## src/rtl/cbist_pkg.sv

```systemverilog
package cbist_pkg;

   localparam int unsigned STIM_W   = 6;
   localparam int unsigned WORD_W   = STIM_W + 1;
   localparam int unsigned STORE_SZ = 8;

   localparam logic [1:0] FLT_NONE   = 2'b00;
   localparam logic [1:0] FLT_X1_HI  = 2'b01;
   localparam logic [1:0] FLT_OR_LO  = 2'b10;
   localparam logic [1:0] FLT_X0_LO  = 2'b11;

   typedef enum logic [2:0] {
      ST_IDLE    = 3'd0,
      ST_APPLY   = 3'd1,
      ST_COMPARE = 3'd2,
      ST_FAIL    = 3'd3,
      ST_PASS    = 3'd4
   } seq_state_t;

   // stimulus in bits [6:1], expected response in bit 0
   function automatic logic [WORD_W-1:0] pattern_word(int unsigned idx);
      logic [WORD_W-1:0] w;
      case (idx)
         0:       w = 7'h69;
         1:       w = 7'h02;
         2:       w = 7'h71;
         3:       w = 7'h75;
         4:       w = 7'h01;
         5:       w = 7'h19;
         6:       w = 7'h56;
         7:       w = 7'h2C;
         default: w = '0;
      endcase
      return w;
   endfunction

endpackage

```

## src/rtl/cbist_rom.sv

```systemverilog
module cbist_rom
   import cbist_pkg::*;
#(
   parameter int unsigned DEPTH    = 8,
   parameter int unsigned AW       = 3,
   parameter bit          REG_READ = 1'b1
) (
   input  logic              clk,
   input  logic              rst_n,
   input  logic [AW-1:0]     addr,
   output logic [WORD_W-1:0] word
);

   logic [WORD_W-1:0] lookup;

   always_comb begin
      if (32'(addr) < DEPTH) lookup = pattern_word(32'(addr));
      else                   lookup = '0;
   end

   generate
      if (REG_READ) begin : g_sync_read
         logic [WORD_W-1:0] word_q;
         always_ff @(posedge clk or negedge rst_n) begin
            if (!rst_n) word_q <= '0;
            else        word_q <= lookup;
         end
         assign word = word_q;
      end else begin : g_async_read
         logic unused_clk;
         assign unused_clk = clk ^ rst_n;
         assign word = lookup;
      end
   endgenerate

endmodule

```

## src/rtl/cbist_cut.sv

```systemverilog
module cbist_cut
   import cbist_pkg::*;
(
   input  logic [STIM_W-1:0] x,
   input  logic [1:0]        fault,
   output logic              y
);

   logic [STIM_W-1:0] xf;
   logic              t_and;
   logic              t_or;
   logic              t_nor;

   always_comb begin
      xf = x;
      if (fault == FLT_X1_HI) xf[1] = 1'b1;
      if (fault == FLT_X0_LO) xf[0] = 1'b0;
   end

   assign t_and = xf[5] & xf[4];
   assign t_or  = (fault == FLT_OR_LO) ? 1'b0 : (xf[3] | xf[2]);
   assign t_nor = ~(xf[1] | xf[0]);
   assign y     = t_nor | (t_and & t_or);

endmodule

```

## src/rtl/cbist_seq.sv

```systemverilog
module cbist_seq
   import cbist_pkg::*;
#(
   parameter int unsigned NUM_PAT = 8,
   parameter int unsigned AW      = 3,
   parameter int unsigned ID_W    = 4
) (
   input  logic            clk,
   input  logic            rst_n,
   input  logic            test_req,
   input  logic [1:0]      fault_sel,
   input  logic            pat_exp,
   input  logic            cut_y,
   output logic [AW-1:0]   addr,
   output logic [1:0]      fault_q,
   output logic            test_mode,
   output logic            err_flag,
   output logic [ID_W-1:0] fail_id,
   output seq_state_t      state
);

   localparam logic [AW-1:0] LAST_ADDR = AW'(NUM_PAT - 1);

   seq_state_t       st;
   logic [AW-1:0]    addr_q;
   logic [1:0]       fault_r;
   logic             err_q;
   logic [ID_W-1:0]  id_q;

   always_ff @(posedge clk or negedge rst_n) begin
      if (!rst_n) begin
         st      <= ST_IDLE;
         addr_q  <= '0;
         fault_r <= FLT_NONE;
         err_q   <= 1'b0;
         id_q    <= '0;
      end else begin
         unique case (st)
            ST_IDLE: begin
               if (test_req) begin
                  fault_r <= fault_sel;
                  addr_q  <= '0;
                  st      <= ST_APPLY;
               end
            end
            ST_APPLY: st <= ST_COMPARE;
            ST_COMPARE: begin
               if (cut_y != pat_exp) begin
                  st    <= ST_FAIL;
                  err_q <= 1'b1;
                  id_q  <= ID_W'(addr_q);
               end else if (addr_q == LAST_ADDR) begin
                  st     <= ST_PASS;
                  addr_q <= '0;
               end else begin
                  addr_q <= addr_q + AW'(1);
                  st     <= ST_APPLY;
               end
            end
            ST_FAIL: st <= ST_FAIL;
            ST_PASS: st <= ST_IDLE;
            default: st <= ST_IDLE;
         endcase
      end
   end

   assign addr      = addr_q;
   assign fault_q   = fault_r;
   assign err_flag  = err_q;
   assign fail_id   = id_q;
   assign state     = st;
   assign test_mode = (st == ST_APPLY) || (st == ST_COMPARE) || (st == ST_FAIL);

endmodule

```

## src/rtl/cbist_top.sv

```systemverilog
module cbist_top
   import cbist_pkg::*;
#(
   parameter int unsigned IN_W     = 6,
   parameter int unsigned NUM_PAT  = 8,
   parameter int unsigned ID_W     = 4,
   parameter bit          REG_READ = 1'b1
) (
   input  logic            clk,
   input  logic            rst_n,
   input  logic [IN_W-1:0] func_in,
   input  logic [1:0]      fault_sel,
   input  logic            test_req,
   output logic            uut_out,
   output logic            test_mode,
   output logic            err_flag,
   output logic [ID_W-1:0] fail_id
);

   localparam int unsigned AW    = (NUM_PAT > 1) ? $clog2(NUM_PAT) : 1;
   localparam int unsigned PAT_W = IN_W + 1;

   generate
      if (IN_W != STIM_W) begin : g_bad_in_w
         $error("cbist_top: IN_W must match the unit width");
      end
      if (NUM_PAT < 1 || NUM_PAT > STORE_SZ) begin : g_bad_num_pat
         $error("cbist_top: NUM_PAT outside the stored pattern range");
      end
      if (ID_W < AW) begin : g_bad_id_w
         $error("cbist_top: ID_W too narrow for the pattern address");
      end
   endgenerate

   logic [AW-1:0]    pat_addr;
   logic [PAT_W-1:0] pat_word;
   logic [1:0]       fault_q;
   logic [IN_W-1:0]  cut_x;
   logic             cut_y;
   seq_state_t       seq_state;

   cbist_rom #(
      .DEPTH    (NUM_PAT),
      .AW       (AW),
      .REG_READ (REG_READ)
   ) u_rom (
      .clk   (clk),
      .rst_n (rst_n),
      .addr  (pat_addr),
      .word  (pat_word)
   );

   cbist_seq #(
      .NUM_PAT (NUM_PAT),
      .AW      (AW),
      .ID_W    (ID_W)
   ) u_seq (
      .clk       (clk),
      .rst_n     (rst_n),
      .test_req  (test_req),
      .fault_sel (fault_sel),
      .pat_exp   (pat_word[0]),
      .cut_y     (cut_y),
      .addr      (pat_addr),
      .fault_q   (fault_q),
      .test_mode (test_mode),
      .err_flag  (err_flag),
      .fail_id   (fail_id),
      .state     (seq_state)
   );

   // input isolation: stored stimulus replaces the functional input in test
   assign cut_x = test_mode ? pat_word[PAT_W-1:1] : func_in;

   cbist_cut u_cut (
      .x     (cut_x),
      .fault (fault_q),
      .y     (cut_y)
   );

   assign uut_out = cut_y;

endmodule

```

## config.mk

```make
export PLATFORM = sky130hd
export DESIGN_NAME = cbist_top
export DESIGN_NICKNAME = d
export VERILOG_FILES = /design/src/rtl/cbist_pkg.sv /design/src/rtl/cbist_rom.sv /design/src/rtl/cbist_cut.sv /design/src/rtl/cbist_seq.sv /design/src/rtl/cbist_top.sv
export SDC_FILE = /design/constraint.sdc
export NUM_CORES = 1
export LEC_CHECK = 0
export CORE_MARGIN = 4
export CORE_UTILIZATION = 45
export DETAILED_ROUTE_END_ITERATION = 10
export DONT_BUFFER_PORTS = 1
export GPL_TIMING_DRIVEN = 0
export PLACE_DENSITY = 0.58
export SYNTH_ARGS = -nofsm -noshare
export SYNTH_HDL_FRONTEND = slang
export SYNTH_SLANG_ARGS = --single-unit
```

## constraint.sdc

```tcl
create_clock -name clk -period 1.88 [get_ports clk]
set_input_delay 0.094 -clock clk [delete_from_list [all_inputs] [get_ports clk]]
set_output_delay 0.094 -clock clk [all_outputs]
set_load 0.005 [all_outputs]
```

Word-level counts from Yosys, hierarchy flattened. Memories as Yosys holds them, arrays and structs flattened. A register that Yosys moved wholly into a read port is not among the register bits. Index checks and enable logic that the tools add are counted.

Bits in registers: 12. ROM bits: 56. Word-level logic and storage cells: 43. Memories kept: 1.

Memories: (no name shown) (words 8, width 7, rd ports 1, clocked after Yosys merged registers in 1, write ports 0, RTL line cbist_pkg.sv:23) `case (idx)`.

Add/subtract/negate cells: 1. Equality and inequality tests: 10. Mux-type cells: 12. Bitwise logic cells: 6. Reductions and logical operators: 8.

Operators with widths (count): two-way mux 3 bit (6); one-hot mux 3 bit (4 select lines) (1); equality test 3 x 2 -> 1 bit, second input constant (2); two-way mux 6 bit (1); one-hot mux 3 bit (2 select lines) (1); equality test 2 bit, second input constant (2); != test 2 bit, second input constant (2); AND reduction 2 bit (2); adder 3 x 1 -> 3 bit, second input constant (1); equality test 3 x 1 -> 1 bit, second input constant (1); equality test 3 bit, second input constant (1); logical NOT 3 bit (1); two-way mux 1 bit (3); bitwise OR 1 bit (3); AND reduction 3 bit (1); AND 1 bit (2); equality test 2 x 1 -> 1 bit, second input constant (1); logical OR 1 bit (2); nonzero test 2 bit (1); logical NOT 1 bit (1); != test 1 bit (1); NOT 1 bit (1).

Longest topological paths before layout. Gate-level depths: netlist (run 1).

Depth in word-level cells: 11. Mapped depth: 6. Depth with buffers taken out: 6.

Hierarchy. A second synthesis (run 1) with hierarchy kept.

Cell total of the unflattened synthesis: 85. Area, all modules: 1019.7 um^2.

By module, submodules not included: cbist_seq (instances 1, cells each 47, area an instance 549.3 um^2); cbist_rom (instances 1, cells each 26, area an instance 331.6 um^2); cbist_top (instances 1, cells each 7, area an instance 101.3 um^2); cbist_cut (instances 1, cells each 5, area an instance 37.5 um^2).

Worst setup path before layout (run 1). OpenSTA, ideal clock, no wires.

Kind: register -> register. Start point: reg u_seq.st[1], in the netlist u_seq.state[1]. End point: reg u_seq.id_q[0], in the netlist u_seq.fail_id[0]. Data arrival time: 1.798 ns. Required time: 1.755 ns. Setup slack: -0.043 ns. Cell stages (with the launch flop): 6. Period minus slack after synthesis: 1.923 ns. Path through: dfrtp_1 o21ba_4 mux2i_1 a32oi_2 mux2i_2 mux2_2.

Longest elaborated chain between the ends: 10.

Ends and longest elaborated chain: start: declaration (RTL line cbist_seq.sv:24) `seq_state_t st;`; start signal: assignment (RTL line cbist_seq.sv:32) `st <= ST_IDLE;`; start signal: assignment (RTL line cbist_seq.sv:43) `st <= ST_APPLY;`; start signal: assignment (RTL line cbist_seq.sv:46) `ST_APPLY: st <= ST_COMPARE;`; equality test 3 x 1 -> 1 bit or equality test 3 x 2 -> 1 bit (tied branches) (RTL line cbist_seq.sv:72) `assign test_mode = (st == ST_APPLY) || (st == ST_COMPARE) || (st == ST_FAIL);`; logical OR 1 bit (RTL line cbist_seq.sv:72); logical OR 1 bit * (RTL line cbist_seq.sv:72); net test_mode (RTL line cbist_top.sv:15) `output logic test_mode,`; two-way mux 6 bit * (RTL line cbist_top.sv:73) `assign cut_x = test_mode ? pat_word[PAT_W-1:1] : func_in;`; bitwise OR 1 bit (tied with other cells) (RTL line cbist_cut.sv:21) `assign t_or = (fault == FLT_OR_LO) ? 1'b0 : (xf[3] | xf[2]);`; two-way mux 1 bit or bitwise OR 1 bit (tied branches) (RTL line cbist_cut.sv:21, cbist_cut.sv:22); AND 1 bit or NOT 1 bit (tied branches) (RTL line cbist_cut.sv:23, cbist_cut.sv:22); bitwise OR 1 bit * (RTL line cbist_cut.sv:23) `assign y = t_nor | (t_and & t_or);`; != test 1 bit * (RTL line cbist_seq.sv:48) `if (cut_y != pat_exp) begin`; AND reduction 2 bit (no line) *; end signal: assignment (RTL line cbist_seq.sv:51) `id_q <= ID_W'(addr_q);`; end: declaration (RTL line cbist_seq.sv:28) `logic [ID_W-1:0] id_q;`.

The timed path passes the listed nets; every way through them passes the cells marked *. A chain may end at the register's enable or synchronous reset.

Worst setup path after layout (run 1).
Start point: reg u_seq.st[1], in the netlist u_seq.state[1]. End point: reg u_seq.id_q[2], in the netlist u_seq.fail_id[2].

Same word-level chain as after synthesis.

==> qor.yml, run 1 <==
status:
  status: "finished, violations left"
  violations: "setup timing"
clock_network:
  clock_sinks: 19
  cts_tree: "done"
  cts_htree_levels: 1
  cts_buffer_depth: 2
  insertion_delay_ns: 0.28
  numCtsBuffers: 3
  clk_pin_slew_ns: 0.10
  clock-root-buffer: "clkbuf_4"
logic_synthesis:
  synth-simple-area-share_pct: 10.70
  synth-seq-area-share_pct: 48.41
  synth_fp_nets: 106
  synthXorXnorAreaFrac_pct: 0.8917
  syn_avg_cell_area_um2: 11.04
  ys_types: 28
  synth_top_family_by_area: "multiplexers"
  yosysWarnings: 0
  muxShareOfSynthArea_pct: 14.52
  synthAdderAreaFrac_pct: 7.643
  synth-seq-cells: 19
  syn_inst: 89
  synth-compound-area-share_pct: 12.48
  syn_area_um2: 982.2
sta:
  hold_viol: 0
  setup_slack_ns: -0.04620
  tns_ns: -0.1413
  slew_viol_final: 0
  max_freq_ghz: 0.5192
  finClkSkew_ns: 0.0007569
  period_minus_slack_ns: 1.926
  grt_setup_unrepaired: "yes"
  finalSetupViolations: 5
  tightestPinTransition_ns: 0.8248
  fin_crit_sh_pct: 102.5
  slew_headroom_pct: 44.83
global_route:
  grt_max_degree: 20
  antenna_found_initial: 0
  grt_overflow: 0
  grt.total_usage_pct: 12.72
  grt_pass1_wl_um: 2594
  grt_pass1_vias: 604
detailed_routing:
  wl_per_cell_um: 13.25
  first_pass_iters: 3
  first_iter_violations: 1
  num_vias: 654
  vias_per_cell: 5.150
  ant_nets: 0
  drcViolationCount: 0
  drt_wl_total_um: 1683
pwr:
  p_clk_share_pct: 13.7
  sw_frac_of_total_pct: 34.44
  power_switching_w: 0.0004848
  p_int_w: 0.0009226
  pwr-share-comb_pct: 39.3
  p_per_area_mw_per_mm2: 1260
  p_seq_share_pct: 46.9
  p_leak_nw: 0.4864
  vdd_drop_max_v: 0.0006479
setup_path:
  crit_type: "flip-flop to flip-flop"
  cpLargestDelayFamily: "multiplexers"
  crit_fanout: 4
  r2r_setup_slack_ns: -0.05
  start_kind: "flip-flop"
  crit_buf_inv: 0
  slowest_delay_ns: 0.44
  arrival_ns: 2.10
  slowest_stage: "dfrtp_2"
  end_kind: "flip-flop"
  required_ns: 2.06
  path_cells: "o21ba_4, mux2i_1, a32oi_2, mux2i_4, mux2_2"
die:
  ioPinCount: 18
  dieWidth_um: 54.72
  dieArea_mm2: 0.002994
  start_util_pct: 48.58
  row_count: 16
  core_mm2: 0.002022
  die_h_um: 54.72
final_layout:
  stdcell_area_mm2: 0.001117
  instances_no_fill: 127
  antennaDiodeCount: 0
  drive_above_1_share_pct: 22.00
  finish.utilization_pct: 55.26
  nNetsFinal: 118
  syn_to_final_growth_pct: 13.76
placement:
  port-buffer-count: 0
  gp_congestion: 0.7550
  placed_cell_area_mm2: 0.001025
  dp_slack_ns: -0.2138
  dpl.hpwl_um: 1250
  dp.cells: 116
min_path:
  hold_path.class: "input port to flip-flop"
job:
  drv_cap: 0
## area by class of cell
cell class | instances | area (um^2)
fillers | 184 | 904.6
flip-flops and latches | 19 | 478.0
multi-input cells | 58 | 470.5
repair buffers | 7 | 60.06
inverters | 10 | 37.54
well taps | 27 | 33.78
clock buffers | 4 | 26.28
plain buffers | 2 | 11.26
## power groups by stage
| stage | Combinational (W) | Sequential (W) | Clock (W) |
|---|---|---|---|
| 2_1_floorplan | 0.000415 | 0.000647 | 0 |
| 5_1_grt | 0.000629 | 0.000684 | 0.000213 |
| 3_5_place_dp | 0.000481 | 0.000681 | 0 |
| 4_1_cts | 0.000556 | 0.000664 | 0.000205 |
| 3_3_place_gp | 0.000477 | 0.000680 | 0 |
| 6_report | 0.000553 | 0.000661 | 0.000193 |
## logic make-up after synthesis
| group | count (synthesis) |
|---|---|
| other cells | 1 |
| simple gates | 21 |
| mux | 13 |
| compound gates | 16 |
| buf+inv | 12 |
| xor+xnor | 1 |
| flops | 19 |
| fa+ha+maj | 6 |
## stage by stage
stage | total power (W) | hold WS [ns]
6_report | 0.001407 | 0.02648
5_1_grt | 0.001527 | 0.03400
4_1_cts | 0.001425 | 0.02130
3_5_place_dp | 0.001162 | -0.2011
3_3_place_gp | 0.001157 | -0.2011
2_1_floorplan | 0.001062 | -0.2016
## per-layer routing
metal	GRT usage, %	up-vias	routed length (um)
li1	-	328	-
met1	14.80	314	760
met2	20.28	10	805
met3	3.270	2	93
met4	8.714	0	23
met5	0	-	0
## cell usage after synthesis, drive strengths merged
| cell type | number | share of area, % |
|---|---|---|
| mux2 | 7 | 8.0 |
| nand2b | 3 | 1.9 |
| ha | 6 | 7.6 |
| a32oi | 1 | 1.7 |
| a22oi | 1 | 0.76 |
| nor2b | 2 | 1.3 |
| nor4 | 1 | 0.64 |
| buf | 2 | 1.1 |
| and3 | 2 | 1.4 |
| conb | 1 | 0.38 |
| xnor2 | 1 | 0.89 |
| inv | 10 | 3.8 |
| a311oi | 1 | 0.89 |
| o221ai | 2 | 1.8 |
| o21ba | 1 | 1.7 |
| nor2 | 7 | 2.7 |
| o211ai | 2 | 1.5 |
| mux2i | 6 | 6.5 |
| o21ai | 5 | 2.5 |
| nand2 | 5 | 1.9 |
| dfrtp | 19 | 48 |
| nor4b | 1 | 0.89 |
| a21oi | 2 | 1.0 |
| o22ai | 1 | 0.64 |
## flip-flops by register name, indices dropped and copies added, names as in the netlist
name	flops
u_rom.word	7
u_seq.addr	3
u_seq.fail_id	3
u_seq.state	3
u_seq.fault_q	2
u_seq.err_flag	1
## worst paths after layout
| path | from | to | cells after the start |
|---|---|---|---|
| hold / removal | test_req | u_seq.state[1] | 2 |
| hold reg to reg | u_seq.err_flag | u_seq.err_flag | 1 |
| setup / recovery | u_seq.state[1] | u_seq.fail_id[2] | 5 |
| setup reg to reg | u_seq.state[1] | u_seq.fail_id[2] | 5 |
| max in group asynchronous | rst_n | u_seq.state[0] | 1 |
| min in group asynchronous | rst_n | u_seq.fault_q[1] | 1 |
## worst register-to-register path, stage by stage, from the launching register on
cell,delay [ns]
dfrtp_2,0.44
o21ba_4,0.24
mux2i_1,0.13
a32oi_2,0.31
mux2i_4,0.35
mux2_2,0.36
## timing repair
item,in CTS,in global routing
endpoints found under the hold margin,21,0
setup buffers,4,0
setup endpoints to repair,6,9
hold buffers,3,0
pin swaps,1,1
resized for setup,2,1
## cell usage in the layout, fill, tap and decap left out, types with 2 or more instances in the layout
cell type / n
a21oi_1: 2
buf_4: 5
clkbuf_4: 3
dfrtp_1: 17
dfrtp_2: 2
dlygate4sd3_1: 3
ha_1: 6
inv_1: 10
mux2_2: 7
mux2i_1: 4
nand2_1: 5
nand2b_1: 3
nor2_1: 7
nor2b_1: 2
o211ai_1: 2
o21ai_0: 4
o221ai_1: 2
Note: power is estimated with default switching activity, not from simulation.
==> run 2, diff against run 1 <==
--- a/config.mk
+++ b/config.mk
@@ -9,8 +9,8 @@
 export CORE_UTILIZATION = 45
 export DETAILED_ROUTE_END_ITERATION = 10
 export DONT_BUFFER_PORTS = 1
-export GPL_TIMING_DRIVEN = 0
 export PLACE_DENSITY = 0.58
+export RECOVER_POWER = 25
 export SYNTH_ARGS = -nofsm -noshare
 export SYNTH_HDL_FRONTEND = slang
 export SYNTH_SLANG_ARGS = --single-unit
==> qor.yml, run 2 (synthesized netlist as in run 1, its figures left out) <==
sta:
  finClkSkew_ns: 0.005568
  fin_crit_sh_pct: 98.35
  period_minus_slack_ns: 1.849
  tightestPinTransition_ns: 0.8319
  hold_viol: 0
  hold_ws_ns: 0.04533
  finalSetupViolations: 0
  slew_viol_final: 0
  setup_slack_ns: 0.03108
  max_freq_ghz: 0.5409
  slew_headroom_pct: 44.36
  grt_setup_unrepaired: "yes"
pwr:
  p_leak_nw: 0.5062
  total_power_w: 0.001447
  p_per_area_mw_per_mm2: 1268
  vdd_drop_max_v: 0.0006897
setup_path:
  slowest_delay_ns: 0.42
  crit_type: "flip-flop to flip-flop"
  arrival_ns: 2.04
  start_kind: "flip-flop"
  r2r_end: "u_seq.fail_id[1]"
  r2r_setup_slack_ns: 0.03
  cpLargestDelayFamily: "multiplexers"
  path_cells: "o21ba_4, mux2i_1, a32oi_2, mux2i_4, mux2_2"
  reg2reg_from: "u_seq.state[1]"
  slowest_stage: "dfrtp_1"
  crit_fanout: 4
  required_ns: 2.07
  rr_worst_depth: 5
  critical_path.startpoint: "u_seq.state[1]"
  crit_buf_inv: 0
  end_kind: "flip-flop"
clock_network:
  insertion_delay_ns: 0.30
  ctsResizeCount: 0
  clk_pin_slew_ns: 0.11
  cts_htree_levels: 1
  clock_sinks: 19
  cts_buffer_depth: 2
  postCtsSetupBuffers: 0
  cts_tree: "done"
  numCtsBuffers: 3
  clock-root-buffer: "clkbuf_4"
global_route:
  grt_pass1_wl_um: 2746
  antenna_found_initial: 0
  grt_max_degree: 20
  grt_pass1_vias: 644
  grt_overflow: 0
  grt.total_usage_pct: 13.37
final_layout:
  syn_to_final_growth_pct: 16.18
  final_cell_mix: "dfrtp_1 (19), inv_1 (10), buf_4 (9)"
  drive_above_1_share_pct: 23.30
  largest_register_ffs: 7
  instances_no_fill: 130
  layout_commonest_cell: "dfrtp_1"
  nNetsFinal: 121
  antennaDiodeCount: 0
detailed_routing:
  vias_per_cell: 5.100
  wl_per_cell_um: 13.16
  first_pass_iters: 2
  num_vias: 663
  first_iter_violations: 6
  drcViolationCount: 0
  ant_nets: 0
  drt_wl_total_um: 1711
status:
  status: "finished, final reports clean"
die:
  dieArea_mm2: 0.002994
  core_mm2: 0.002022
  dieWidth_um: 54.72
  start_util_pct: 48.58
  ioPinCount: 18
  row_count: 16
  die_h_um: 54.72
min_path:
  min_from: "test_req"
  worstHoldPathCells: 2
  hold-path-endpoint: "u_seq.state[1]"
  hold_path.class: "input port to flip-flop"
placement:
  dpl.hpwl_um: 1387
  dp.cells: 123
  dp_slack_ns: 0.04189
  port-buffer-count: 0
  gp_congestion: 0.7174
job:
  drv_cap: 0
[run 2: cell type report]
type                    instances  area [um^2]
well taps                      27        33.78
inverters                      10        37.54
clock buffers                   3        22.52
clock inverters                 1        7.507
repair buffers                 12        97.59
flip-flops and latches         19        475.5
multi-input cells              58        466.7
fillers                       171        880.8
[run 2: worst reg2reg max path, cell delays in order, from the launching register on]
cell	delay, ns
dfrtp_1	0.42
o21ba_4	0.25
mux2i_1	0.13
a32oi_2	0.26
mux2i_4	0.33
mux2_2	0.36
[run 2: per-stage QoR]
stage / util, % / area, um^2 / setup TNS [ns]
after floorplan: - / 991.0 / -0.07459
after global placement: 53.47 / 1081 / 0
after detailed placement: 53.47 / 1081 / 0
after CTS: 56.44 / 1141 / 0
after global routing: 56.44 / 1141 / -0.4515
final: 56.44 / 1141 / 0
[run 2: per-layer routing]
metal | global-route usage, % | wire (um) | vias to the layer above | share of wire [%]
li1 | - | - | 334 | -
met1 | 16.21 | 762 | 321 | 45
met2 | 21.85 | 856 | 8 | 50
met3 | 3.542 | 92 | 0 | 5.4
met4 | 6.224 | 0 | 0 | 0
met5 | 0 | 0 | - | 0
[run 2: repair_timing]
action | 4_1_cts | 5_1_grt
endpoints found under the hold margin | 21 | 0
hold buffers | 3 | 0
endpoints found under the setup margin | 0 | 6
[run 2: how the worst max path moves through the flow]
stage,to,depth (start not counted)
6_report,u_seq.fail_id[1],5
5_1_grt,u_seq.addr[1],6
4_1_cts,u_seq.fail_id[0],5
3_5_place_dp,u_seq.fail_id[0],5
3_3_place_gp,u_seq.fail_id[0],5
2_1_floorplan,u_seq.fail_id[0],5
[run 2: where the power goes]
group,internal [W],total [W],switching (W)
registers,0.000549,0.000633,0.0000843
clock network,0.0000809,0.000210,0.000129
logic,0.000311,0.000604,0.000293
total,0.000940,0.00145,0.000506
